**config.mk**
```make
export PLATFORM = sky130hd
export DESIGN_NAME = rowbuf_ctrl
export DESIGN_NICKNAME = d
export VERILOG_FILES = /design/src/rtl/rbc_pkg.sv /design/src/rtl/rbc_bank_table.sv /design/src/rtl/rbc_sat_counter.sv /design/src/rtl/rbc_sequencer.sv /design/src/rtl/rowbuf_ctrl.sv
export SDC_FILE = /design/constraint.sdc
export NUM_CORES = 1
export LEC_CHECK = 0
export CORE_ASPECT_RATIO = 0.75
export CORE_MARGIN = 3
export CORE_UTILIZATION = 50
export DETAILED_ROUTE_END_ITERATION = 8
export DONT_BUFFER_PORTS = 1
export GPL_ROUTABILITY_DRIVEN = 0
export GPL_TIMING_DRIVEN = 0
export PLACE_DENSITY = 0.66
export SLEW_MARGIN = 20
export SYNTH_ARGS = -nofsm -noshare
export SYNTH_HDL_FRONTEND = slang
export SYNTH_SLANG_ARGS = --single-unit
```
**constraint.sdc**
```tcl
create_clock -name clk -period 3.5 [get_ports clk]
set_input_delay 0.525 -clock clk [delete_from_list [all_inputs] [get_ports clk]]
set_output_delay 0.525 -clock clk [all_outputs]
set_load 0.05 [all_outputs]
```
**src/rtl/rbc_pkg.sv**
```systemverilog
package rbc_pkg;

    typedef enum logic [1:0] {
        CMD_NONE = 2'd0,
        CMD_PRE  = 2'd1,
        CMD_ACT  = 2'd2,
        CMD_COL  = 2'd3
    } cmd_e;

    typedef enum logic [2:0] {
        ST_IDLE = 3'd0,
        ST_PRE  = 3'd1,
        ST_ACT  = 3'd2,
        ST_TURN = 3'd3,
        ST_COL  = 3'd4,
        ST_APRE = 3'd5
    } seq_st_e;

    // Command code an operation state drives in its first cycle.
    function automatic cmd_e cmd_of_state(seq_st_e st);
        case (st)
            ST_PRE:  return CMD_PRE;
            ST_APRE: return CMD_PRE;
            ST_ACT:  return CMD_ACT;
            ST_COL:  return CMD_COL;
            default: return CMD_NONE;
        endcase
    endfunction

    // Entry state into the column phase, with turnaround if direction flips.
    function automatic seq_st_e col_entry(logic have_last, logic last_wr, logic wr);
        return (have_last && (last_wr != wr)) ? ST_TURN : ST_COL;
    endfunction

endpackage

```
**src/rtl/rbc_bank_table.sv**
```systemverilog
module rbc_bank_table #(
    parameter int NUM_BANKS = 8,
    parameter int ROW_W     = 12,
    localparam int BANK_W   = $clog2(NUM_BANKS)
) (
    input  logic              clk,
    input  logic              rst,
    input  logic [BANK_W-1:0] rd_bank,
    output logic              rd_valid,
    output logic [ROW_W-1:0]  rd_row,
    input  logic              open_en,
    input  logic [BANK_W-1:0] open_bank,
    input  logic [ROW_W-1:0]  open_row,
    input  logic              close_en,
    input  logic [BANK_W-1:0] close_bank
);

    logic [NUM_BANKS-1:0] valid_q;
    logic [ROW_W-1:0]     row_q [NUM_BANKS];

    always_ff @(posedge clk) begin
        if (rst) begin
            valid_q <= '0;
            for (int i = 0; i < NUM_BANKS; i++) row_q[i] <= '0;
        end else begin
            for (int i = 0; i < NUM_BANKS; i++) begin
                if (close_en && (close_bank == BANK_W'(i))) begin
                    valid_q[i] <= 1'b0;
                end else if (open_en && (open_bank == BANK_W'(i))) begin
                    valid_q[i] <= 1'b1;
                    row_q[i]   <= open_row;
                end
            end
        end
    end

    assign rd_valid = valid_q[rd_bank];
    assign rd_row   = row_q[rd_bank];

    // a precharge drops the latched row at once
    p_close_clears_r3: assert property (@(posedge clk) disable iff (rst)
        close_en |=> !valid_q[$past(close_bank)]);

    // an activate leaves the bank holding the requested row
    p_open_latches_r4: assert property (@(posedge clk) disable iff (rst)
        (open_en && !close_en) |=> (valid_q[$past(open_bank)] && row_q[$past(open_bank)] == $past(open_row)));

endmodule

```
**src/rtl/rbc_sat_counter.sv**
```systemverilog
module rbc_sat_counter #(
    parameter int W = 8
) (
    input  logic         clk,
    input  logic         rst,
    input  logic         inc,
    output logic [W-1:0] value
);

    logic [W-1:0] v_q;

    always_ff @(posedge clk) begin
        if (rst)                   v_q <= '0;
        else if (inc && v_q != '1) v_q <= v_q + 1'b1;
    end

    assign value = v_q;

    p_sat_hold_r9: assert property (@(posedge clk) disable iff (rst)
        (inc && v_q == '1) |=> (v_q == '1));

    p_step_r9: assert property (@(posedge clk) disable iff (rst)
        (inc && v_q != '1) |=> (v_q == $past(v_q) + 1'b1));

    p_idle_hold_r9: assert property (@(posedge clk) disable iff (rst)
        !inc |=> $stable(v_q));

endmodule

```
**src/rtl/rbc_sequencer.sv**
```systemverilog
module rbc_sequencer
    import rbc_pkg::*;
#(
    parameter int BANK_W = 3,
    parameter int ROW_W  = 12,
    parameter int COL_W  = 8,
    parameter int OP_LAT = 3
) (
    input  logic              clk,
    input  logic              rst,
    input  logic              close_mode,
    input  logic              req_valid,
    input  logic [BANK_W-1:0] req_bank,
    input  logic [ROW_W-1:0]  req_row,
    input  logic [COL_W-1:0]  req_col,
    input  logic              req_write,
    input  logic              lk_valid,
    input  logic [ROW_W-1:0]  lk_row,
    output logic              tbl_open,
    output logic              tbl_close,
    output logic [BANK_W-1:0] tbl_bank,
    output logic [ROW_W-1:0]  tbl_row,
    output logic              hit_inc,
    output logic              miss_inc,
    output logic              busy,
    output logic              done,
    output cmd_e              cmd_kind,
    output logic [BANK_W-1:0] cmd_bank,
    output logic [ROW_W-1:0]  cmd_row,
    output logic [COL_W-1:0]  cmd_col,
    output logic              cmd_write
);

    localparam int CW = (OP_LAT > 1) ? $clog2(OP_LAT) : 1;
    localparam logic [CW-1:0] LAST = CW'(OP_LAT - 1);

    seq_st_e           st_q, st_d;
    logic [CW-1:0]     cnt_q;
    logic [BANK_W-1:0] cur_bank_q;
    logic [ROW_W-1:0]  cur_row_q;
    logic [COL_W-1:0]  cur_col_q;
    logic              cur_wr_q;
    logic              have_last_q, last_wr_q;
    logic              accept, lk_hit, op_last;

    assign accept  = (st_q == ST_IDLE) && req_valid;
    assign lk_hit  = lk_valid && (lk_row == req_row);
    assign op_last = (cnt_q == LAST);

    always_comb begin
        st_d      = st_q;
        tbl_open  = 1'b0;
        tbl_close = 1'b0;
        tbl_bank  = cur_bank_q;
        tbl_row   = cur_row_q;
        hit_inc   = 1'b0;
        miss_inc  = 1'b0;
        case (st_q)
            ST_IDLE: begin
                if (req_valid) begin
                    tbl_bank = req_bank;
                    if (lk_hit) begin
                        hit_inc = 1'b1;
                        st_d    = col_entry(have_last_q, last_wr_q, req_write);
                    end else begin
                        miss_inc = 1'b1;
                        if (lk_valid) begin
                            tbl_close = 1'b1;
                            st_d      = ST_PRE;
                        end else begin
                            st_d = ST_ACT;
                        end
                    end
                end
            end
            ST_PRE:  if (op_last) st_d = ST_ACT;
            ST_ACT: begin
                if (op_last) begin
                    tbl_open = 1'b1;
                    st_d     = col_entry(have_last_q, last_wr_q, cur_wr_q);
                end
            end
            ST_TURN: st_d = ST_COL;
            ST_COL: begin
                if (op_last) begin
                    tbl_close = close_mode;
                    st_d      = close_mode ? ST_APRE : ST_IDLE;
                end
            end
            ST_APRE: if (op_last) st_d = ST_IDLE;
            default: st_d = ST_IDLE;
        endcase
    end

    always_ff @(posedge clk) begin
        if (rst) begin
            st_q        <= ST_IDLE;
            cnt_q       <= '0;
            cur_bank_q  <= '0;
            cur_row_q   <= '0;
            cur_col_q   <= '0;
            cur_wr_q    <= 1'b0;
            have_last_q <= 1'b0;
            last_wr_q   <= 1'b0;
        end else begin
            st_q <= st_d;
            if (st_d != st_q)     cnt_q <= '0;
            else if (cnt_q != LAST) cnt_q <= cnt_q + 1'b1;
            if (accept) begin
                cur_bank_q <= req_bank;
                cur_row_q  <= req_row;
                cur_col_q  <= req_col;
                cur_wr_q   <= req_write;
            end
            if (st_q == ST_COL && cnt_q == '0) begin
                have_last_q <= 1'b1;
                last_wr_q   <= cur_wr_q;
            end
        end
    end

    assign busy      = (st_q != ST_IDLE);
    assign done      = (st_q == ST_COL) && op_last;
    assign cmd_kind  = (cnt_q == '0) ? cmd_of_state(st_q) : CMD_NONE;
    assign cmd_bank  = cur_bank_q;
    assign cmd_row   = cur_row_q;
    assign cmd_col   = cur_col_q;
    assign cmd_write = cur_wr_q;

    p_hit_to_col_r2: assert property (@(posedge clk) disable iff (rst)
        (accept && lk_hit) |=> (st_q == ST_COL || st_q == ST_TURN));

    p_pre_to_act_r3: assert property (@(posedge clk) disable iff (rst)
        (st_q == ST_PRE && op_last) |=> (cmd_kind == CMD_ACT));

    p_empty_bank_act_r4: assert property (@(posedge clk) disable iff (rst)
        (accept && !lk_valid) |=> (cmd_kind == CMD_ACT));

    p_open_release_r5: assert property (@(posedge clk) disable iff (rst)
        (!close_mode && done) |=> !busy);

    p_auto_pre_r6: assert property (@(posedge clk) disable iff (rst)
        (close_mode && done) |=> (cmd_kind == CMD_PRE && busy));

    p_turn_single_r7: assert property (@(posedge clk) disable iff (rst)
        (st_q == ST_TURN) |=> (cmd_kind == CMD_COL));

    p_busy_ignored_r10: assert property (@(posedge clk) disable iff (rst)
        busy |-> !(hit_inc || miss_inc));

endmodule

```
**src/rtl/rowbuf_ctrl.sv**
```systemverilog
module rowbuf_ctrl
    import rbc_pkg::*;
#(
    parameter int NUM_BANKS = 8,
    parameter int ROW_W     = 12,
    parameter int COL_W     = 8,
    parameter int OP_LAT    = 3,
    parameter int CNT_W     = 8,
    localparam int BANK_W   = $clog2(NUM_BANKS)
) (
    input  logic              clk,
    input  logic              rst,
    input  logic              close_mode,
    input  logic              req_valid,
    input  logic [BANK_W-1:0] req_bank,
    input  logic [ROW_W-1:0]  req_row,
    input  logic [COL_W-1:0]  req_col,
    input  logic              req_write,
    output logic              busy,
    output logic              done,
    output logic [1:0]        cmd_kind,
    output logic [BANK_W-1:0] cmd_bank,
    output logic [ROW_W-1:0]  cmd_row,
    output logic [COL_W-1:0]  cmd_col,
    output logic              cmd_write,
    output logic [CNT_W-1:0]  hit_count,
    output logic [CNT_W-1:0]  miss_count
);

    localparam int NUM_CNT = 2;

    logic              lk_valid;
    logic [ROW_W-1:0]  lk_row;
    logic              tbl_open, tbl_close;
    logic [BANK_W-1:0] tbl_bank;
    logic [ROW_W-1:0]  tbl_row;
    logic              hit_inc, miss_inc;
    cmd_e              kind;
    logic [NUM_CNT-1:0] inc_vec;
    logic [CNT_W-1:0]  cnt_vals [NUM_CNT];

    rbc_bank_table #(.NUM_BANKS(NUM_BANKS), .ROW_W(ROW_W)) u_table (
        .clk        (clk),
        .rst        (rst),
        .rd_bank    (req_bank),
        .rd_valid   (lk_valid),
        .rd_row     (lk_row),
        .open_en    (tbl_open),
        .open_bank  (tbl_bank),
        .open_row   (tbl_row),
        .close_en   (tbl_close),
        .close_bank (tbl_bank)
    );

    rbc_sequencer #(.BANK_W(BANK_W), .ROW_W(ROW_W), .COL_W(COL_W), .OP_LAT(OP_LAT)) u_seq (
        .clk        (clk),
        .rst        (rst),
        .close_mode (close_mode),
        .req_valid  (req_valid),
        .req_bank   (req_bank),
        .req_row    (req_row),
        .req_col    (req_col),
        .req_write  (req_write),
        .lk_valid   (lk_valid),
        .lk_row     (lk_row),
        .tbl_open   (tbl_open),
        .tbl_close  (tbl_close),
        .tbl_bank   (tbl_bank),
        .tbl_row    (tbl_row),
        .hit_inc    (hit_inc),
        .miss_inc   (miss_inc),
        .busy       (busy),
        .done       (done),
        .cmd_kind   (kind),
        .cmd_bank   (cmd_bank),
        .cmd_row    (cmd_row),
        .cmd_col    (cmd_col),
        .cmd_write  (cmd_write)
    );

    assign cmd_kind = kind;
    assign inc_vec  = {miss_inc, hit_inc};

    for (genvar gi = 0; gi < NUM_CNT; gi++) begin : g_cnt
        rbc_sat_counter #(.W(CNT_W)) u_cnt (
            .clk   (clk),
            .rst   (rst),
            .inc   (inc_vec[gi]),
            .value (cnt_vals[gi])
        );
    end

    assign hit_count  = cnt_vals[0];
    assign miss_count = cnt_vals[1];

    p_done_pulse_r11: assert property (@(posedge clk) disable iff (rst)
        done |=> !done);

    p_done_busy_r11: assert property (@(posedge clk) disable iff (rst)
        done |-> busy);

    p_cmd_only_busy_r8: assert property (@(posedge clk) disable iff (rst)
        (kind != CMD_NONE) |-> busy);

endmodule

```
### Yosys cells after proc, flatten, opt, wreduce, memory -nomap -nowiden

Memories as Yosys holds them, arrays and structs flattened.
Cells that the tools add are included.

| cells by class | value |
|---|---|
| multiplexer cells | 72 |
| order comparisons | 1 |
| reductions and logical operators | 38 |
| multiply operators | 0 |
| bitwise operators | 8 |
| divide/modulo/power cells | 0 |
| shift operators | 0 |
| eq/ne operators | 20 |
| add/subtract/negate cells | 3 |

Operators with widths:

| operator | count |
|---|---|
| two-way mux 12 bit | 8 |
| two-way mux 1 bit | 47 |
| two-way mux 3 bit | 11 |
| logical AND 1 bit | 24 |
| OR reduction 2 bit | 10 |
| equality test 3 bit (second input constant) | 6 |
| one-hot mux 3 bit (6 select lines) | 1 |
| adder 8 x 1 -> 8 bit (second input constant) | 2 |
| != test 8 bit (second input constant) | 2 |
| equality test 12 bit | 1 |
| equality test 3 x 2 -> 1 bit (second input constant) | 4 |
| bitwise OR 1 bit | 8 |
| equality test 3 x 1 -> 1 bit (second input constant) | 2 |
| logical NOT 3 bit | 2 |
| one-hot mux 2 bit (3 select lines) | 1 |
| less-than comparator 3 x 4 -> 1 bit (second input constant) | 1 |
| two-way mux 2 bit | 2 |
| binary-select mux 1 bit (select 3 bit) | 1 |
| != test 3 bit | 1 |
| nonzero test 3 bit | 1 |
| adder 2 x 1 -> 2 bit (second input constant) | 1 |
| equality test 2 bit (second input constant) | 1 |
| logical NOT 2 bit | 1 |
| != test 1 bit | 2 |
| other kinds (2) | 2 |

| word-level totals | value |
|---|---|
| memories | 1 |
| latch bits | 0 |
| word-level logic and storage cells | 161 |
| bits in read-only memories | 0 |
| RAM bits | 96 |
| bits in registers | 55 |
| output and inout bits | 44 |
| input bits | 28 |

Memory list:

| name | words | bits a word | rd ports | clocked after memory_dff | write ports | RTL line | text |
|---|---|---|---|---|---|---|---|
| u_table.row_q | 8 | 12 | 1 | 0 | 8 | rbc_bank_table.sv:19 | `logic [ROW_W-1:0] row_q [NUM_BANKS];` |

### Depth between registers and ports, before layout

| logic depth | value |
|---|---|
| depth in word-level cells | 11 |
| gate-level depth with buffers | 11 |
| gate-level depth less buffers | 7 |

### Hierarchy

Synthesis repeated with hierarchy kept, for this count alone.

| second synthesis, totals | value |
|---|---|
| cell total of the unflattened synthesis | 614 |
| area total of the unflattened synthesis | 7339.5 µm² |

By module, submodules not included:

| module | cells an instance | sequential area each (µm²) | area an instance (µm²) | instances |
|---|---|---|---|---|
| rbc_bank_table | 314 | 3042.9 | 4829.6 | 1 |
| rbc_sequencer | 208 | 620.6 | 1649.1 | 1 |
| rbc_sat_counter | 46 | 160.2 | 430.4 | 2 |

### Worst setup path after synthesis

No wires, ideal clock.

| path | value |
|---|---|
| path kind | input to register |
| start point | in req_bank[1] |
| end point | reg g_cnt[0].u_cnt.v_q[4] |
| data required time | 3.379 ns |
| setup slack | 0.794 ns |
| library setup time | 0.121 ns |
| buffers on the path | 3 |
| stages | 10 |
| data arrival time | 2.585 ns |
| cells stage by stage | buf_4 -> buf_2 -> mux2_2 -> o22ai_1 -> nor3_1 -> nor4_1 -> nand4_1 -> buf_2 -> nor4_2 -> mux2_2 |

| between the ends | value |
|---|---|
| cells in the longest elaborated chain, start to end | 7 |
| elaborated cells on any way between the ends | 9 |
| classes of those cells | eq/ne: 1; mux: 5; reduce/logical: 2; memory: 1 |

Ends and longest elaborated chain:

| element | RTL line | text |
|---|---|---|
| start, declared | rowbuf_ctrl.sv:15 | `input logic [BANK_W-1:0] req_bank,` |
| memory read (8 x 12 bit) / binary-select mux 1 bit (select 3 bit) (equally long branches) | n/a |  |
| equality test 12 bit / two-way mux 1 bit (equally long branches) | rbc_sequencer.sv:47, rbc_bank_table.sv:37 |  |
| logical AND 1 bit (*) | rbc_sequencer.sv:47 | `assign lk_hit = lk_valid && (lk_row == req_row);` |
| two-way mux 1 bit (*) | rbc_sequencer.sv:62 | `if (lk_hit) begin` |
| two-way mux 1 bit (*) | rbc_sequencer.sv:60 | `if (req_valid) begin` |
| two-way mux 1 bit (*) | rbc_sequencer.sv:58 | `case (st_q)` |
| logical AND 1 bit (*) | rbc_sat_counter.sv:14 | `else if (inc && v_q != '1) v_q <= v_q + 1'b1;` |
| end signal, assigned | rbc_sat_counter.sv:14 |  |
| end, declared | rbc_sat_counter.sv:10 | `logic [W-1:0] v_q;` |

Mark *: on every way between the ends. The rest lies on a longest branch, timed or not. The select of a mux whose other input is x is not followed.
A chain may end at the register's enable or synchronous reset.

==> impl.org <==
** GRT
- Number of global-route vias before repair :: 4939
- Overflow after GRT :: 0
- Entering global routing, the biggest net connects 17 pins.
- Antenna violations before repair :: 0
- The first global-routing pass estimated 28.2 mm of wire.
- Global-route total usage across every layer :: 24.7%

** Worst hold path
- Along the worst hold path, the cell count comes to 2.
- Capture endpoint of the worst hold path :: u_seq.cmd_row[4]
- In this run the most critical hold path is launched from req_row[4].
- The worst hold path belongs to the class input port to flip-flop.

** Synth
- By count the netlist is led by sky130_fd_sc_hd__edfxtp_1 (96), sky130_fd_sc_hd__nor2_1 (93), sky130_fd_sc_hd__nand2_1 (71), sky130_fd_sc_hd__dfxtp_1 (55).
- Multiplexer cells account for 12.0% of the synthesized area.
- In the synthesized netlist the async set-or-reset flop fraction comes to 0%.
- Area fraction in compound gates after synthesis :: 6.72%
- Syn Area/Cell :: 11.0 um2
- Count leader, synth :: sky130_fd_sc_hd__edfxtp_1
- Post-Synth Adder-Cell Area :: 0.709%
- Of all cell types, the one taking the most synthesized area is sky130_fd_sc_hd__edfxtp_1.
- The synthesized design devotes to its leading area cell type 40.8% of total area.
- Counting every instance in the synthesized netlist gives 643.
- Ys Warns :: 0
- Summing every instance area after synthesis gives 7060 um2.
- After synthesis, the largest family of logic cells by area is simple AND/OR/NAND/NOR gates.
- Synth unique cells :: 54
- Area share of and/or/nand/nor cells after synthesis :: 18.7%
- Post-Syn Nets :: 675
- Main area contributors after synthesis :: sky130_fd_sc_hd__edfxtp_1 (41%), sky130_fd_sc_hd__dfxtp_1 (16%), sky130_fd_sc_hd__mux4_2 (5.4%), sky130_fd_sc_hd__nor2_1 (4.9%), sky130_fd_sc_hd__nand2_1 (3.8%)
- Among all flip-flop cells after synthesis, the most frequent one is sky130_fd_sc_hd__edfxtp_1.
- After synthesis the netlist holds a flip-flop and latch count of 151.
- Number of flops mapped to enable cells by yosys :: 96
- Sequential cells were found to cover 56.4% of the synthesized design area.
- Share of the synthesized netlist area taken by xor and xnor gates :: 1.49%

** Critical path
- Cells along the critical path :: nor3_1, and2_1, clkbuf_1, mux2i_1, and4_1, nand2_1, nand2b_1
- By startpoint and endpoint, the worst setup path is classified as flip-flop to flip-flop.
- In this run the critical register-to-register path is launched from u_seq.st_q[1].
- Critical Path Max Stage Delay :: 0.64 ns
- Critical Path Slowest Stage Cell :: sky130_fd_sc_hd__nand2b_1
- STA puts the critical path data required time at 3.55 ns.
- STA classifies the critical path endpoint as a flip-flop.
- The number of buffers and inverters on the critical path is 1.
- Setup slack on the worst reg-to-reg path comes out at 0.48 ns.
- Logic depth of the worst register-to-register path :: 7
- The worst register-to-register path ends at u_table.row_q[0][4].
- In this run the worst path has a maximum fanout of 12.
- STA classifies the critical path startpoint as a flip-flop.
- At the worst endpoint, the arrival time is 3.07 ns.
- Top cell family by delay on the critical path :: simple AND/OR/NAND/NOR gates

** Placed design
- Before CTS, the worst setup slack after placement is 0.137 ns.
- Detailed placement finished with a half-perimeter wire length of 12.8 mm.
- Placed insts :: 816
- In this run the tool buffered the top-level ports with 0 buffer cells.

** Timing
- At the pin with the least slew margin, the transition time is 0.913 ns.
- Final hold violation count :: 0
- Final max-slew violation count :: 0
- Setup violations remaining at the end of the flow were counted as 0.
- Minimum clock period :: 3.02 ns
- In the final timing run, aggregate negative setup slack is 0 ns.
- Ratio of final minimum period to clock period :: 86.4%
- Across the routed clock network, the largest skew measured is 0.00700 ns.
- Setup repair after global routing left no endpoint under its margin.
- Headroom to the max-slew limit came out at 39.1%.
- Minimum setup slack in the final design :: 0.476 ns
- Peak Freq :: 331 MHz

** Power
- Sequential cells account for 49.7% of the total power.
- Dividing total power by cell area gives a power density of 550 nW/um2.
- Net switching power :: 1.20 mW
- The internal portion of the total power is 3.11 mW.
- Net switching is 27.9% of the power.
- The worst-case IR drop observed on VDD is 393 uV.
- The clock network accounts for 38.6% of the total power.
- Per report_power, the combinational group accounts for 11.7% of the total.
- Cell leakage power :: 2.84 nW

** Cells and area
- Area overhead of the layout relative to synthesis :: 10.8%
- After the flow finishes, the layout carries non-filler instances totaling 848.
- Combined area of the multi-input logic cells :: 2810 um2
- Registers take 3980 um2.
- Ant diodes :: 0
- The post-route netlist has 12.0% of its cells at a drive strength greater than 1.
- After the last flow step, the layout net total stands at 696.
- The layout has 1115 filler cells.

** Detailed routing
- In the routed layout, each cell is associated on average with a via count of 5.90.
- Number of design rule violations left after detail routing :: 0
- Initial detailed-routing violation count :: 463
- Summed over all layers, the routed wires come to 18.6 mm.
- Antenna Nets Post-Route :: 0
- Pre-antenna DRT Iters :: 5
- The final route contains 5001 vias.
- WL/cell :: 21.9 um

** Run
- Number of max-cap violations :: 0

** Clock tree
- The clock drives 151 sinks.
- After clock tree synthesis, the setup repair step added 0 buffers.
- Clock tree synthesis selected as its root buffer the cell sky130_fd_sc_hd__clkbuf_16.
- In this run the number of H-tree levels came out at 4.
- Number of buffers between clock root and the deepest sink :: 2
- Clock-pin slew was measured on the worst setup and hold paths at 0.06 ns.
- Cts hold-fix bufs :: 0
- In this run, post-CTS repair resized a total of 0 instances.
- The clock reaches the later pin of the worst-skew pair after 0.42 ns.
- In this run, CTS created clock tree buffers numbering 17.
- CTS tree :: yes

** Die
- The floorplan has 36 rows.
- Vertical die dimension :: 109 um
- 72 I/O pins were placed.
- Die W :: 143 um
- CORE AREA :: 13400 um2
- Starting Density :: 52.8%
- The die covers 15600 um2.

** Status
- The run finished with clean final reports.
==> how the worst max path moves through the flow <==
stage / startpoint / end / slack (ns) / cells after the start
floorplan: req_bank[1] / g_cnt[0].u_cnt.value[4] / 0.79 / 10
global placement: req_bank[2] / g_cnt[0].u_cnt.value[4] / 0.15 / 9
detailed placement: req_bank[1] / g_cnt[0].u_cnt.value[4] / 0.14 / 10
CTS: u_seq.st_q[1] / u_table.row_q[3][3] / 0.46 / 7
global route: u_seq.st_q[0] / u_table.row_q[0][4] / 0.21 / 7
finish: u_seq.st_q[1] / u_table.row_q[0][4] / 0.48 / 7
==> power groups by stage <==
stage | combinational [mW] | clock, mW | sequential [mW]
after floorplan | 0.365 | 0 | 2.16
after global placement | 0.479 | 0 | 2.17
after detailed placement | 0.495 | 0 | 2.18
after CTS | 0.498 | 1.66 | 2.14
after global routing | 0.548 | 1.74 | 2.15
final | 0.503 | 1.66 | 2.14
==> layout by cell type, fill, tap and decap left out, drive strengths merged, types with 6 or more instances in the layout <==
cell type / instances
inv: 30
clkinv: 9
nor2b: 18
buf: 15
o21ai: 9
nand3: 22
nand2: 71
dfxtp: 55
nor3: 8
edfxtp: 96
nand2b: 25
clkbuf: 45
a221oi: 6
a21oi: 30
mux2i: 21
mux4: 18
nor2: 93
xor2: 11
mux2: 20
or3: 6
==> routing by layer <==
metal / part of all wire [%] / vias to the layer above / wire length, um / track usage, %
li1: - / 2323 / - / -
met2: 46 / 205 / 8580 / 38.2
met5: 0 / - / 0 / 0
met3: 9.1 / 16 / 1700 / 7.50
met4: 0.91 / 0 / 170 / 6.38
met1: 44 / 2457 / 8150 / 34.3
==> logic make-up after synthesis <==
logic type / count (synthesis)
XOR/XNOR: 12
AND/OR/NAND/NOR: 275
AO/OA/AOI/OAI: 74
flip-flops: 151
buffers and inverters: 68
multiplexers: 59
adder cells (fa/ha/maj): 4
==> through the flow <==
| stage | hold slack (ns) | power (mW) | cell area, um2 | util, % |
|---|---|---|---|---|
| after CTS | 0.224 | 4.30 | 7820 | 58.5 |
| final | 0.233 | 4.31 | 7820 | 58.5 |
| after global routing | 0.237 | 4.44 | 7820 | 58.5 |
| after floorplan | 0.439 | 2.52 | 7060 | - |
| after detailed placement | 0.463 | 2.67 | 7300 | 54.6 |
| after global placement | 0.453 | 2.65 | 7270 | 54.4 |
==> worst reg2reg max path, stage by stage, from the launching register on <==
cell	delay, ns
sky130_fd_sc_hd__dfxtp_1	0.32
sky130_fd_sc_hd__nor3_1	0.32
sky130_fd_sc_hd__and2_1	0.17
sky130_fd_sc_hd__clkbuf_1	0.25
sky130_fd_sc_hd__mux2i_1	0.43
sky130_fd_sc_hd__and4_1	0.35
sky130_fd_sc_hd__nand2_1	0.16
sky130_fd_sc_hd__nand2b_1	0.64
==> final cells by class <==
cell class	instances	area share [%]
multi-input combinational	424	35.9
tap	171	2.73
buffer	38	2.14
sequential	151	50.9
clock buffer	20	5.58
clock inverter	12	1.10
inverter	30	1.44
timing repair buffer	2	0.144
==> state kept, by name (all words and copies together) (netlist names), 2 cells and up <==
register,flops
g_cnt.u_cnt.value,16
u_seq.cmd_bank,3
u_seq.cmd_col,8
u_seq.cmd_row,12
u_seq.cnt_q,2
u_seq.st_q,3
u_table.row_q,96
u_table.valid_q,8
(Power assumes the default switching activity.)
